`src/rtl/ohd_pkg.sv`:
```
package ohd_pkg;
  // Strobes from the frame controller to the serializer datapath
  typedef struct packed {
    logic frameStart;  // rising edge of start-of-frame seen this cycle
    logic advance;     // step every stream by one cycle offset
  } ohdStrb_t;
endpackage

```
`src/rtl/ohd_ctrl.sv`:
```
module ohd_ctrl
  import ohd_pkg::*;
#(
  parameter int FRAME_CYC = 500
) (
  input  logic     clk,
  input  logic     rstN,
  input  logic     sofIn,
  output ohdStrb_t strb,
  output logic     ref8k
);
  localparam int KW = $clog2(FRAME_CYC);
  localparam logic [KW-1:0] STOP_PREV = KW'(FRAME_CYC - 2);
  localparam logic [KW-1:0] LAST_K    = KW'(FRAME_CYC - 1);
  localparam logic [KW-1:0] HALF      = KW'(FRAME_CYC / 2);

  logic          sofQ;
  logic          active;
  logic [KW-1:0] kCnt;
  logic [KW-1:0] refCnt;
  logic          sofEdge;

  assign sofEdge = sofIn & ~sofQ;

  always_comb begin
    strb.frameStart = sofEdge;
    strb.advance    = active & ~sofEdge;
  end

  // Frame offset counter: restarts on an edge, stops at the last offset
  always_ff @(posedge clk) begin
    if (!rstN) begin
      sofQ   <= 1'b0;
      active <= 1'b0;
      kCnt   <= '0;
    end else begin
      sofQ <= sofIn;
      if (sofEdge) begin
        kCnt   <= '0;
        active <= 1'b1;
      end else if (active) begin
        kCnt <= kCnt + 1'b1;
        if (kCnt == STOP_PREV) active <= 1'b0;
      end
    end
  end

  // Free-running frame-rate reference
  always_ff @(posedge clk) begin
    if (!rstN) refCnt <= '0;
    else if (refCnt == LAST_K) refCnt <= '0;
    else refCnt <= refCnt + 1'b1;
  end

  assign ref8k = (refCnt < HALF);


  kcnt_bound_chk: assert property (@(posedge clk) disable iff (!rstN)
    active |-> (kCnt < LAST_K));

  freeze_hold_chk: assert property (@(posedge clk) disable iff (!rstN)
    (!active && !sofEdge) |=> $stable(kCnt));

  single_edge_chk: assert property (@(posedge clk) disable iff (!rstN)
    strb.frameStart |=> !strb.frameStart);

  ref_phase_chk: assert property (@(posedge clk) disable iff (!rstN)
    $rose(ref8k) |-> (refCnt == '0));
endmodule

```
`src/rtl/ohd_serial_lane.sv`:
```
module ohd_serial_lane
  import ohd_pkg::*;
#(
  parameter int FRAME_CYC = 500,
  parameter int BITS      = 8,
  parameter int LANES     = 1
) (
  input  logic                  clk,
  input  logic                  rstN,
  input  ohdStrb_t              strb,
  input  logic [LANES*BITS-1:0] loadBits,
  output logic                  serClk,
  output logic [LANES-1:0]      serData
);
  localparam int STEP = 2 * BITS;
  localparam int AW   = $clog2(FRAME_CYC + STEP + 1);
  localparam int IW   = $clog2(BITS);
  localparam logic [AW-1:0] STEP_V  = AW'(STEP);
  localparam logic [AW-1:0] FRAME_V = AW'(FRAME_CYC);
  localparam logic [IW-1:0] LAST_I  = IW'(BITS - 1);

  logic [AW-1:0]         acc;
  logic [AW-1:0]         accSum;
  logic                  wrap;
  logic                  clkQ;
  logic [IW-1:0]         bitIdx;
  logic [LANES*BITS-1:0] shadow;

  assign accSum = acc + STEP_V;
  assign wrap   = (accSum >= FRAME_V);

  // Remainder accumulator spreads 2*BITS clock edges over one frame
  always_ff @(posedge clk) begin
    if (!rstN) begin
      acc    <= '0;
      clkQ   <= 1'b0;
      bitIdx <= '0;
      shadow <= '0;
    end else if (strb.frameStart) begin
      acc    <= STEP_V;
      clkQ   <= 1'b0;
      bitIdx <= '0;
      shadow <= loadBits;
    end else if (strb.advance) begin
      if (wrap) begin
        acc  <= accSum - FRAME_V;
        clkQ <= ~clkQ;
        if (clkQ && (bitIdx != LAST_I)) bitIdx <= bitIdx + 1'b1;
      end else begin
        acc <= accSum;
      end
    end
  end

  assign serClk = clkQ;

  for (genvar l = 0; l < LANES; l++) begin : g_lane
    logic [BITS-1:0] laneBits;
    assign laneBits   = shadow[l*BITS +: BITS];
    assign serData[l] = laneBits[LAST_I - bitIdx];
  end


  data_on_fall_chk: assert property (@(posedge clk) disable iff (!rstN)
    (!strb.frameStart && !clkQ) |=> $stable(bitIdx));

  idle_hold_chk: assert property (@(posedge clk) disable iff (!rstN)
    (!strb.advance && !strb.frameStart) |=> ($stable(clkQ) && $stable(bitIdx)));

  shadow_hold_chk: assert property (@(posedge clk) disable iff (!rstN)
    !strb.frameStart |=> $stable(shadow));

  acc_range_chk: assert property (@(posedge clk) disable iff (!rstN)
    acc < FRAME_V);
endmodule

```
`src/rtl/ohd_datapath.sv`:
```
module ohd_datapath
  import ohd_pkg::*;
#(
  parameter int FRAME_CYC  = 500,
  parameter int ORD_BITS   = 8,
  parameter int SDCC_BYTES = 3,
  parameter int LDCC_BYTES = 9
) (
  input  logic                    clk,
  input  logic                    rstN,
  input  ohdStrb_t                strb,
  input  logic [ORD_BITS-1:0]     e1Byte,
  input  logic [ORD_BITS-1:0]     e2Byte,
  input  logic [ORD_BITS-1:0]     f1Byte,
  input  logic [SDCC_BYTES*8-1:0] sdccBytes,
  input  logic [LDCC_BYTES*8-1:0] ldccBytes,
  output logic [2:0]              ordSer,
  output logic                    ordClk,
  output logic                    sdccSer,
  output logic                    sdccClk,
  output logic                    ldccSer,
  output logic                    ldccClk
);
  localparam int SDCC_BITS = SDCC_BYTES * 8;
  localparam int LDCC_BITS = LDCC_BYTES * 8;

  // Orderwire lanes: lane 0 = E1, lane 1 = E2, lane 2 = F1
  ohd_serial_lane #(.FRAME_CYC(FRAME_CYC), .BITS(ORD_BITS), .LANES(3)) u_ordLane (
    .clk(clk), .rstN(rstN), .strb(strb),
    .loadBits({f1Byte, e2Byte, e1Byte}),
    .serClk(ordClk), .serData(ordSer)
  );

  ohd_serial_lane #(.FRAME_CYC(FRAME_CYC), .BITS(SDCC_BITS), .LANES(1)) u_sdccLane (
    .clk(clk), .rstN(rstN), .strb(strb),
    .loadBits(sdccBytes),
    .serClk(sdccClk), .serData(sdccSer)
  );

  ohd_serial_lane #(.FRAME_CYC(FRAME_CYC), .BITS(LDCC_BITS), .LANES(1)) u_ldccLane (
    .clk(clk), .rstN(rstN), .strb(strb),
    .loadBits(ldccBytes),
    .serClk(ldccClk), .serData(ldccSer)
  );
endmodule

```
`src/rtl/oh_serial_drop.sv`:
```
module oh_serial_drop
  import ohd_pkg::*;
#(
  parameter int FRAME_CYC  = 500,
  parameter int SDCC_BYTES = 3,
  parameter int LDCC_BYTES = 9
) (
  input  logic                    clk,
  input  logic                    rstN,
  input  logic                    sofIn,
  input  logic [7:0]              e1Byte,
  input  logic [7:0]              e2Byte,
  input  logic [7:0]              f1Byte,
  input  logic [SDCC_BYTES*8-1:0] sdccBytes,
  input  logic [LDCC_BYTES*8-1:0] ldccBytes,
  output logic                    e1Ser,
  output logic                    e2Ser,
  output logic                    f1Ser,
  output logic                    ordClk,
  output logic                    sdccSer,
  output logic                    sdccClk,
  output logic                    ldccSer,
  output logic                    ldccClk,
  output logic                    ref8k
);
  ohdStrb_t   strb;
  logic [2:0] ordSer;

  ohd_ctrl #(.FRAME_CYC(FRAME_CYC)) u_ctrl (
    .clk(clk), .rstN(rstN), .sofIn(sofIn), .strb(strb), .ref8k(ref8k)
  );

  ohd_datapath #(
    .FRAME_CYC(FRAME_CYC), .ORD_BITS(8),
    .SDCC_BYTES(SDCC_BYTES), .LDCC_BYTES(LDCC_BYTES)
  ) u_dp (
    .clk(clk), .rstN(rstN), .strb(strb),
    .e1Byte(e1Byte), .e2Byte(e2Byte), .f1Byte(f1Byte),
    .sdccBytes(sdccBytes), .ldccBytes(ldccBytes),
    .ordSer(ordSer), .ordClk(ordClk),
    .sdccSer(sdccSer), .sdccClk(sdccClk),
    .ldccSer(ldccSer), .ldccClk(ldccClk)
  );

  assign e1Ser = ordSer[0];
  assign e2Ser = ordSer[1];
  assign f1Ser = ordSer[2];
endmodule

```
`config.mk`:
```
export PLATFORM = sky130hd
export DESIGN_NAME = oh_serial_drop
export DESIGN_NICKNAME = d
export VERILOG_FILES = /design/src/rtl/ohd_pkg.sv /design/src/rtl/ohd_ctrl.sv /design/src/rtl/ohd_serial_lane.sv /design/src/rtl/ohd_datapath.sv /design/src/rtl/oh_serial_drop.sv
export SDC_FILE = /design/constraint.sdc
export NUM_CORES = 1
export LEC_CHECK = 0
export ABC_AREA = 1
export CORE_AREA = 4 4 197 141
export CTS_CLUSTER_DIAMETER = 100
export DETAILED_ROUTE_END_ITERATION = 16
export DIE_AREA = 0 0 201 145
export HOLD_SLACK_MARGIN = 0.05
export PLACE_DENSITY_LB_ADDON = 0.2
export SYNTH_ARGS = -nofsm -noshare
export SYNTH_HDL_FRONTEND = slang
export SYNTH_SLANG_ARGS = --single-unit
```
`constraint.sdc`:
```
create_clock -name clk -period 2.1 [get_ports clk]
set_clock_uncertainty 0.1 [all_clocks]
set_input_delay 0.315 -clock clk [delete_from_list [all_inputs] [get_ports clk]]
set_output_delay 0.315 -clock clk [all_outputs]
set_load 0.02 [all_outputs]
```
==> metrics.md, run 1 <==
| Metric | Value |
|---|---|
| Reg2reg start | u_dp.u_ldccLane.bitIdx[0] |
| Mean Syn Cell Area | 6.90 um^2 |
| Highest Clock Rate | 425 MHz |
| Post-route setup slack | -0.255 ns |
| Initial Util | 34.9% |
| Fin crit share | 112% |
| Dpl ws | -0.409 ns |
| Synth cell types | 42 |
| Largest net degree at the start of global routing | 111 |
| # H-tree levels | 4 |
| CTS Buf Count | 17 |
| Final WL | 25200 um |
| Pint | 0.00603 W |
| Rel. slew slack | 69.2% |
| Crit. path cell count | 12 |
| Vias per cell | 4.79 |
| Die Area | 0.0291 mm^2 |
| Sw Ratio | 25.2% |
| Vias in the first global route | 8232 |
| Port Buffers | 131 |
| # DRC | 0 |
| Chip Width | 201 um |
| Avg WL per Cell | 13.9 um |
| CTS tree | yes |
| Critical path buffer and inverter count | 3 |
| Worst reg2reg setup slack | 0.14 ns |
| Worst hold path class | input port to flop |
| Pwr Density | 670 mW/mm^2 |
| Synth Net Count | 1445 |
| GR Util All Layers | 16.8% |
| NetSw | 0.00203 W |
| Clock network power share | 40.6% |
| First-pass GRT wire length | 41300 um |
| Slowest cell on crit path | dfxtp_4 |
| R2r worst-path depth | 7 |
| Overall Power | 0.00806 W |
| Failing checks | setup timing |
| Layout cells sized above 1 | 13.4% |
| Rows | 49 |
| Crit start category | flop |
| Drt first pass iters | 5 |
| Peak VDD IR | 547 uV |
| Lkg Pwr | 5.10 nW |
| Delay-heaviest family, CP | simple AND/OR/NAND/NOR gates |
| Crit Path Category | flop to output pin |
| Core Box Area | 0.0257 mm^2 |
| DP HPWL | 18000 um |
| Setup violators final | 1 |
| Final Slew Violations | 0 |
| Sequential-to-total area share from yosys stat | 40.6% |
| Post-route antenna net violation count | 0 |
| Critical path arrival | 1.94 ns |
| Final net count | 1614 |
| CP Capture Type | output pin |
| Clk root buf | clkbuf_16 |
| Area growth syn-to-layout | 34.3% |
| Mapped Cells | 1300 |
| Maximum fanout along the worst path | 16 |
| Post-Syn Area | 0.00896 mm^2 |
| Final Hold Violating Endpoints | 0 |
| Critical Path Max Stage Delay | 0.39 ns |
| Clk slew on worst S/H paths | 0.07 ns |
| FF-to-FF End | u_dp.u_ldccLane.bitIdx[3] |
| Clk buf depth | 2 |
| Crit-path most repeated cell | nand2_1 |
| Ant diodes | 0 |
| Flop pwr share | 46.5% |
| CTS Hold Bufs | 0 |
| Flop and latch count out of synthesis | 182 |
| Combinational Power Share | 12.9% |
| Worst skew pair latency | 0.43 ns |
| Crit-path cells | buf_12, buf_4, nand2_1, nand3_1, a21oi_1, nor2_1, nand2_1, nand3_1, nand2_1, nand2_1, nand2_2, buf_6 |
| Critical path launch point | u_dp.u_ldccLane.bitIdx[0] |
| Critical path endpoint | ldccSer |
| Initial antenna violation count | 0 |
| Minimum clock period | 2.36 ns |
| Max cap viols | 0 |
| First DRT Iteration DRCs | 423 |
| Worst Path Required | 1.68 ns |
| Status | finished with violations |
| Via count | 8676 |
| CTS sink count | 182 |
| RSZ-0062 raised after global routing | yes |
| Overall die height | 145 um |
| Warnings, synthesis | 0 |
| Worst-Margin Slew | 0.457 ns |
| Routability cong. | 0.831 |
| Grt ovf | 0 |
| I/O pins | 132 |
==> power by group through the flow <==
stage               clock network [W]  logic, W  registers [W]
CTS                           0.00336   0.00104        0.00375
floorplan                           0  0.000560        0.00380
detailed placement                  0   0.00103        0.00382
finish                        0.00327   0.00104        0.00375
global placement                    0   0.00103        0.00382
global route                  0.00351   0.00117        0.00377
==> cells in the final DEF, fill, tap and decap left out, types with 7 or more instances in the layout <==
cell type	synthesis	layout
nor2_1	263	255
nand2_1	180	178
dfxtp_1	182	175
o21ai_0	173	156
clkdlybuf4s50_1	0	124
inv_1	125	119
a21oi_1	82	82
nand3_1	79	79
buf_4	0	61
o21ai_1	12	26
xor2_1	21	21
ha_1	22	20
clkbuf_16	0	19
buf_6	0	12
inv_2	8	10
buf_12	0	10
nand2_2	7	9
nand4_1	9	9
nor2_2	5	8
xnor2_1	8	7
nor3_1	8	7
==> logic make-up after synthesis <==
group           count (synthesis)  share of synthesized area, %
simple gates                  572                          27.6
compound gates                296                          17.3
buf+inv                       199                          8.54
flops                         182                          40.6
xor+xnor                       29                          2.83
fa+ha+maj                      22                          3.07
==> stage by stage <==
stage,hold WS (ns),area (um^2),cells,util [%],TNS [ns]
after floorplan,0.308,8960,1300,-,0
after global placement,0.332,11100,1777,43.4,-0.784
after detailed placement,0.341,11100,1777,43.4,-0.850
after CTS,0.132,11800,1808,45.9,-0.270
after global routing,0.146,12000,1813,46.9,-0.529
final,0.149,12000,1813,46.9,-0.255
==> worst min path at each step <==
stage,startpoint,end,depth (start not counted)
global placement,u_ctrl.refCnt[0],u_ctrl.refCnt[0],1
CTS,rstN,u_dp.u_ldccLane.acc[4],3
global route,rstN,u_dp.u_ldccLane.acc[4],3
finish,rstN,u_dp.u_ldccLane.acc[4],3
floorplan,sofIn,u_ctrl.sofQ,2
detailed placement,u_ctrl.refCnt[0],u_ctrl.refCnt[0],1
==> cell type report <==
class	instances	area (um^2)
clock buffers	23	488
clock inverters	9	116
fillers	2548	13600
inverters	136	529
multi-input cells	919	4690
flip-flops and latches	182	3660
well taps	331	414
repair buffers	213	2140
==> sequential cells by signal (all words and copies together) (netlist names), named ones only <==
signal / flops
u_ctrl.active: 1
u_ctrl.kCnt: 9
u_ctrl.refCnt: 9
u_ctrl.sofQ: 1
u_dp.u_ldccLane.acc: 7
u_dp.u_ldccLane.bitIdx: 7
u_dp.u_ldccLane.g_lane.laneBits: 72
u_dp.u_ldccLane.serClk: 1
u_dp.u_ordLane.acc: 7
u_dp.u_ordLane.bitIdx: 3
u_dp.u_ordLane.serClk: 1
u_dp.u_ordLane.shadow: 24
u_dp.u_sdccLane.acc: 7
u_dp.u_sdccLane.bitIdx: 5
u_dp.u_sdccLane.g_lane.laneBits: 24
u_dp.u_sdccLane.serClk: 1
==> Yosys cell counts, drive strengths merged <==
library cell  instances  area share [%]
nand3                83             4.9
a211oi                3            0.25
nor3b                 1           0.084
nand4                 9            0.63
and3                  1           0.070
xor2                 21             2.1
nor3                 10            0.67
buf                  13            0.73
or2                   3            0.21
o221ai                1           0.098
o22ai                10            0.70
nor4                  1           0.070
a41oi                 1           0.098
o21ai               185              10
inv                 133             5.6
o31ai                 1            0.14
a31oi                 3            0.21
ha                   22             3.1
o2111ai               1           0.098
clkbuf               50             2.1
clkinv                3            0.15
dfxtp               182              41
xnor2                 8            0.78
o21bai                2            0.17
a21oi                87             5.1
nand2               193             9.0
nor2                271              12
o211ai                2            0.17
==> repair_timing <==
item	4_1_cts	5_1_grt
endpoints found under the hold margin	0	0
gates resized for setup	51	68
endpoints found under the setup margin	6	8
cloned	0	2
pin swaps	6	16
buffers inserted	0	3
==> layer usage <==
metal / share of wire, % / up-vias / global-route usage, %
li1: - / 4543 / -
met1: 53 / 3948 / 26.0
met2: 42 / 171 / 24.2
met3: 4.3 / 14 / 3.57
met4: 0.79 / 0 / 3.06
met5: 0 / - / 0
==> tightest hold or removal path, stage by stage <==
cell	delay, ns
buf_4	0.19
nand2_1	0.09
inv_1	0.03
(Power assumes the default switching activity.)
==> inputs of run 2 (changes only) <==
--- a/config.mk
+++ b/config.mk
@@ -12,6 +12,7 @@
 export DIE_AREA = 0 0 201 145
 export HOLD_SLACK_MARGIN = 0.05
 export PLACE_DENSITY_LB_ADDON = 0.2
+export SETUP_SLACK_MARGIN = 0.4
 export SYNTH_ARGS = -nofsm -noshare
 export SYNTH_HDL_FRONTEND = slang
 export SYNTH_SLANG_ARGS = --single-unit
==> run 2 against run 1 <==
  * Largest cell class unchanged
  * Die area unchanged
  * Maximum frequency down 2.7%
  * Critical path depth did not move
  * Critical endpoint unchanged
  * Clock power grew 2%
  * Cell count rose by 1.9%
  * Worst setup slack got worse by 0.065 ns
  * Highest routed layer is now met5
  * The run still ends with setup timing left
  * Via count up 4.5%
  * Global-route usage grew 0.37 points
  * Hold slack better by 0.18 ns
  * Critical path type unchanged
  * Combinational power grew 12%
==> metrics.md, run 2 (synthesis gave the netlist of run 1 again) <==
| Metric | Value |
|---|---|
| GR Util All Layers | 17.2% (was 16.8%) |
| Final Slew Violations | 0 (unchanged) |
| Worst reg2reg setup slack | 0.26 ns (was 0.14 ns) |
| Failing checks | setup timing (unchanged) |
| Overall Power | 0.00827 W (was 0.00806 W) |
| Layout Cells excl Fill | 1848 (was 1813) |
| Largest net degree at the start of global routing | 126 (was 111) |
| Fin crit share | 115% (was 112%) |
| Minimum clock period | 2.42 ns (was 2.36 ns) |
| Post-route setup slack | -0.320 ns (was -0.255 ns) |
| Reg2reg start | u_dp.u_ldccLane.acc[5] (was u_dp.u_ldccLane.bitIdx[0]) |
| Lkg Pwr | 5.46 nW (was 5.10 nW) |
| Final Hold Violating Endpoints | 0 (unchanged) |
| Dpl ws | -0.295 ns (was -0.409 ns) |
| Vias in the first global route | 8427 (was 8232) |
| Overall die height | 145 um (unchanged) |
| CTS Buf Count | 17 (unchanged) |
| Rows | 49 (unchanged) |
| Via count | 9066 (was 8676) |
| Initial antenna violation count | 4 (was 0) |
| Critical path launch point | u_dp.u_ldccLane.bitIdx[0] (unchanged) |
| Pint | 0.00608 W (was 0.00603 W) |
| Max cap viols | 0 (unchanged) |
| Worst skew pair latency | 0.44 ns (was 0.43 ns) |
| Core Box Area | 0.0257 mm^2 (unchanged) |
| Routability cong. | 0.827 (was 0.831) |
| Die Area | 0.0291 mm^2 (unchanged) |
| Layout cells sized above 1 | 24.5% (was 13.4%) |
| RSZ-0062 raised after global routing | yes (unchanged) |
| Final net count | 1649 (was 1614) |
| Maximum fanout along the worst path | 11 (was 16) |
| Pwr Density | 630 mW/mm^2 (was 670 mW/mm^2) |
| Worst Path Required | 1.68 ns (about the same) |
| CTS sink count | 182 (unchanged) |
| First DRT Iteration DRCs | 522 (was 423) |
| FF-to-FF End | u_dp.u_ldccLane.bitIdx[3] (unchanged) |
| Grt ovf | 0 (unchanged) |
| CTS tree | yes (unchanged) |
| Ant diodes | 0 (unchanged) |
| Status | finished with violations (unchanged) |
| Final WL | 27600 um (was 25200 um) |
| Crit start category | flop (unchanged) |
| Worst-Margin Slew | 0.495 ns (was 0.457 ns) |
| Port Buffers | 131 (unchanged) |
| Initial Util | 34.9% (unchanged) |
| Setup TNS | -0.320 ns (was -0.255 ns) |
| Post-DP Area | 0.0111 mm^2 (about the same) |
| Critical path arrival | 2.00 ns (was 1.94 ns) |
| Setup violators final | 1 (unchanged) |
| Worst hold path class | input port to flop (unchanged) |
| CP Capture Type | output pin (unchanged) |
| Dpl cells | 1765 (was 1777) |
| Chip Width | 201 um (unchanged) |
| Critical path endpoint | ldccSer (unchanged) |
| Clock network power share | 40.4% (was 40.6%) |
| Commonest non-fill, non-tap cell in the layout | nor2_1 (unchanged) |
| Clk root buf | clkbuf_16 (unchanged) |
| First-pass GRT wire length | 42200 um (was 41300 um) |
| Peak VDD IR | 616 uV (was 547 uV) |
| Clk slew on worst S/H paths | 0.07 ns (about the same) |
| Commonest non-fill, non-tap cells in the layout | nor2_1 (246), dfxtp_1 (159), nand2_1 (144) (was nor2_1 (255), nand2_1 (178), dfxtp_1 (175)) |
| Post-route antenna net violation count | 0 (unchanged) |
| Area growth syn-to-layout | 46.6% (was 34.3%) |
| Combinational Power Share | 14.1% (was 12.9%) |
| I/O pins | 132 (unchanged) |
| Final instance area | 0.0131 mm^2 (was 0.0120 mm^2) |
| Clk buf depth | 2 (unchanged) |
| Sw Ratio | 26.5% (was 25.2%) |
| R2r worst-path depth | 13 (was 7) |
| Flop pwr share | 45.6% (was 46.5%) |
| Filler Cell Count | 2442 (was 2548) |
| # DRC | 0 (unchanged) |
| Max reg flops | 72 (unchanged) |
| Drt first pass iters | 5 (unchanged) |
| Highest Clock Rate | 413 MHz (was 425 MHz) |
| Vias per cell | 4.91 (was 4.79) |
| Avg WL per Cell | 14.9 um (was 13.9 um) |
| Rel. slew slack | 67.0% (was 69.2%) |
| # H-tree levels | 4 (unchanged) |
| Crit Path Category | flop to output pin (unchanged) |
| DP HPWL | 17600 um (was 18000 um) |
| NetSw | 0.00219 W (was 0.00203 W) |
## run 2: layout make-up
type | instances | area, um^2 | share of cell area [%]
Multi-Input combinational cell | 921 | 5400 | 41.1
Sequential cell | 182 | 3700 | 28.2
Timing Repair Buffer | 245 | 2430 | 18.5
Inverter | 136 | 578 | 4.40
Clock buffer | 18 | 429 | 3.27
Tap cell | 331 | 414 | 3.15
Clock inverter | 14 | 175 | 1.33
Timing Repair inverter | 1 | 11.3 | 0.0857
## run 2: what timing repair did
action,CTS,global route
gates cloned,4,5
buffers inserted,26,15
endpoints found under the setup margin,50,49
resized for setup,149,191
pin swaps,34,75
hold buffers,1,0
endpoints found under the hold margin,1,0
## run 2: how the worst min path moves through the flow
stage | start | endpoint | slack, ns | cells past startpoint
2_1_floorplan | sofIn | u_ctrl.sofQ | 0.31 | 2
3_3_place_gp | u_ctrl.refCnt[0] | u_ctrl.refCnt[0] | 0.34 | 1
3_5_place_dp | u_dp.u_ldccLane.g_lane[0].laneBits[30] | u_dp.u_ldccLane.g_lane[0].laneBits[30] | 0.35 | 2
4_1_cts | sofIn | u_ctrl.sofQ | 0.32 | 3
5_1_grt | sofIn | u_ctrl.sofQ | 0.34 | 3
6_report | sofIn | u_ctrl.sofQ | 0.33 | 3
## run 2: power by group through the flow
stage | logic (W) | registers (W) | clock network, W
after CTS | 0.00105 | 0.00376 | 0.00341
final | 0.00116 | 0.00377 | 0.00334
after global routing | 0.00130 | 0.00379 | 0.00356
after global placement | 0.000978 | 0.00384 | 0
after floorplan | 0.000564 | 0.00380 | 0
after detailed placement | 0.000988 | 0.00384 | 0
## run 2: metal layers
layer  share of wire (%)  global-route usage [%]  vias up
li1                    -                       -     4630
met1                  49                    25.1     4209
met2                  45                    25.6      190
met3                 5.0                    4.39       29
met4                0.94                    3.85        8
met5                0.18                       0        -
## run 2: stage by stage
step                hold WS (ns)  utilization [%]
finish                     0.327             51.2
global route               0.338             51.2
CTS                        0.323             47.5
detailed placement         0.348             43.2
global placement           0.340             43.2
floorplan                  0.308                -
## run 2: critical path, cell delays in order (launching register included)
cell and delay [ns]:
dfxtp_4 0.45, clkbuf_16 0.20, nor2_2 0.05, nor2_1 0.13
o21ai_2 0.07, nand3_1 0.11, nand3_1 0.08, nand2_1 0.09
a21oi_2 0.03, nand2_1 0.06, nand2_1 0.06, nand2_2 0.09
buf_6 0.13
==> inputs of run 3 (changes only) <==
--- a/config.mk
+++ b/config.mk
@@ -6,10 +6,10 @@
 export NUM_CORES = 1
 export LEC_CHECK = 0
 export ABC_AREA = 1
-export CORE_AREA = 4 4 197 141
+export CORE_AREA = 4 4 141 197
 export CTS_CLUSTER_DIAMETER = 100
 export DETAILED_ROUTE_END_ITERATION = 16
-export DIE_AREA = 0 0 201 145
+export DIE_AREA = 0 0 145 201
 export HOLD_SLACK_MARGIN = 0.05
 export PLACE_DENSITY_LB_ADDON = 0.2
 export SETUP_SLACK_MARGIN = 0.4
==> run 3 against run 2 <==
  * The run still ends with setup timing left
  * Core utilization fell by 1.6 points
  * Sequential power barely moved
  * Worst setup slack improved by 0.065 ns
  * Cell count fell by 0.76%
  * Flip-flop and latch count did not move
  * Global-route usage fell by 0.20 points
  * Largest cell class unchanged
  * Combinational power barely moved
  * Clock-buffer cell count rose by 1
  * Critical endpoint unchanged
==> metrics.md, run 3 (synthesis gave the netlist of run 1 again) <==
| Metric | Value |
|---|---|
| Layout Cells excl Fill | 1834 (was 1848) |
| Ant diodes | 0 (unchanged) |
| Status | finished with violations (unchanged) |
| Commonest non-fill, non-tap cells in the layout | nor2_1 (253), dfxtp_1 (159), nand2_1 (155) (was nor2_1 (246), dfxtp_1 (159), nand2_1 (144)) |
| Reg2reg start | u_dp.u_ldccLane.bitIdx[0] (was u_dp.u_ldccLane.acc[5]) |
| CP Capture Type | output pin (unchanged) |
| Clk buf depth | 2 (unchanged) |
| Final WL | 26000 um (was 27600 um) |
| Avg WL per Cell | 14.2 um (was 14.9 um) |
| Area growth syn-to-layout | 43.7% (was 46.6%) |
| First DRT Iteration DRCs | 476 (was 522) |
| Vias in the first global route | 8598 (was 8427) |
| Final Slew Violations | 0 (unchanged) |
| Crit start category | flop (unchanged) |
| Dpl cells | 1755 (was 1765) |
| Final net count | 1642 (was 1649) |
| Post-route antenna net violation count | 0 (unchanged) |
| Final Hold Violating Endpoints | 0 (unchanged) |
| CTS Buf Count | 17 (unchanged) |
| I/O pins | 132 (unchanged) |
| DP HPWL | 17300 um (was 17600 um) |
| Critical path arrival | 1.94 ns (was 2.00 ns) |
| Maximum fanout along the worst path | 20 (was 11) |
| Post-DP Area | 0.0111 mm^2 (about the same) |
| CTS Hold Bufs | 0 (was 1) |
| Grt ovf | 0 (unchanged) |
| Setup violators final | 1 (unchanged) |
| Max reg flops | 72 (unchanged) |
| Overall die height | 201 um (was 145 um) |
| RSZ-0062 raised after global routing | yes (unchanged) |
| Clk root buf | clkbuf_16 (unchanged) |
| Rows | 70 (was 49) |
| # H-tree levels | 4 (unchanged) |
| Highest Clock Rate | 425 MHz (was 413 MHz) |
| First-pass GRT wire length | 41400 um (was 42200 um) |
| Chip Width | 145 um (was 201 um) |
| Largest net degree at the start of global routing | 126 (unchanged) |
| Worst Hold Launch | rstN (was sofIn) |
| CTS sink count | 182 (unchanged) |
| Pwr Density | 642 mW/mm^2 (was 630 mW/mm^2) |
| Layout cells sized above 1 | 22.7% (was 24.5%) |
| GR Util All Layers | 17.0% (was 17.2%) |
| Routability cong. | 0.821 (was 0.827) |
| Initial antenna violation count | 0 (was 4) |
| Die Area | 0.0291 mm^2 (unchanged) |
| # DRC | 0 (unchanged) |
| Minimum clock period | 2.35 ns (was 2.42 ns) |
| Worst Path Required | 1.68 ns (about the same) |
| Worst hold path class | input port to flop (unchanged) |
| Commonest non-fill, non-tap cell in the layout | nor2_1 (unchanged) |
| Max cap viols | 0 (unchanged) |
| Vias per cell | 4.88 (was 4.91) |
| Post-route setup slack | -0.255 ns (was -0.320 ns) |
| CTS tree | yes (unchanged) |
| Clk slew on worst S/H paths | 0.07 ns (about the same) |
| Final instance area | 0.0129 mm^2 (was 0.0131 mm^2) |
| Worst-Margin Slew | 0.533 ns (was 0.495 ns) |
| Port Buffers | 131 (unchanged) |
| Critical path launch point | u_dp.u_ldccLane.bitIdx[0] (unchanged) |
| Crit Path Category | flop to output pin (unchanged) |
| Initial Util | 34.5% (was 34.9%) |
| Peak VDD IR | 592 uV (was 616 uV) |
| Rel. slew slack | 64.5% (was 67.0%) |
| Via count | 8948 (was 9066) |
| Failing checks | setup timing (unchanged) |
| Core Box Area | 0.0260 mm^2 (was 0.0257 mm^2) |
| Lkg Pwr | 5.37 nW (was 5.46 nW) |
| Fin crit share | 112% (was 115%) |
| Worst skew pair latency | 0.44 ns (about the same) |
| Drt first pass iters | 5 (unchanged) |
[run 3: changes by cell type in the layout (fill, tap and decap cells not counted), sizes merged]
cell and delta:
buf -6, clkinv -6, clkinvlp +1, dlygate4sd3 -1
inv +4, nand2 +1
[run 3: worst max-delay path, cell delays in order, from the launching register on]
cell and delay [ns]:
dfxtp_4 0.38, clkbuf_16 0.19, nor2_1 0.12, nor2_1 0.05
nand2_1 0.07, nand3_2 0.08, nand3_2 0.08, nand2_1 0.06
a21oi_2 0.10, nand2_1 0.07, nand2_1 0.08, nand2_2 0.08
buf_6 0.14
[run 3: layout make-up]
| class | count | area (um^2) |
|---|---|---|
| timing repair buffer | 237 | 2340 |
| sequential | 182 | 3690 |
| clock inverter | 13 | 170 |
| timing repair inverter | 1 | 6.26 |
| fill | 2476 | 13100 |
| inverter | 136 | 553 |
| multi-input combinational | 922 | 5260 |
| clock buffer | 19 | 443 |
| tap | 324 | 405 |
[run 3: final timing paths]
| kind | end | slack [ns] | depth (start not counted) |
|---|---|---|---|
| max | ldccSer | -0.25 | 12 |
| min | u_dp.u_sdccLane.acc[4] | 0.09 | 3 |
| max reg2reg | u_dp.u_ldccLane.bitIdx[0] | 0.23 | 8 |
| min reg2reg | u_ctrl.refCnt[0] | 0.35 | 1 |
[run 3: power breakdown]
group	internal (W)	switching, W	total [W]
clock network	0.00192	0.00144	0.00336
registers	0.00365	0.000113	0.00376
logic	0.000542	0.000604	0.00115
total	0.00611	0.00216	0.00827
[run 3: metrics by stage]
step	total power [W]	hold WS [ns]	utilization, %	setup WS, ns	setup TNS (ns)
floorplan	0.00437	0.308	-	0.381	0
global placement	0.00483	0.332	42.7	-0.247	-0.523
detailed placement	0.00484	0.346	42.7	-0.255	-0.517
CTS	0.00826	0.0765	46.8	-0.289	-0.289
global route	0.00864	0.0878	49.5	-0.433	-0.534
finish	0.00827	0.0893	49.5	-0.255	-0.255
[run 3: timing repair]
| item | 4_1_cts | 5_1_grt |
|---|---|---|
| setup endpoints to repair | 50 | 50 |
| pin swaps | 39 | 56 |
| buffers inserted | 18 | 22 |
| gates cloned | 3 | 4 |
| gates resized for setup | 155 | 129 |
[run 3: layer usage]
layer / wire length [um] / up-vias / global-route usage, %
li1: - / 4612 / -
met1: 11600 / 4107 / 20.6
met2: 12800 / 181 / 30.2
met3: 1020 / 48 / 3.55
met4: 600 / 0 / 5.37
met5: 0 / - / 0
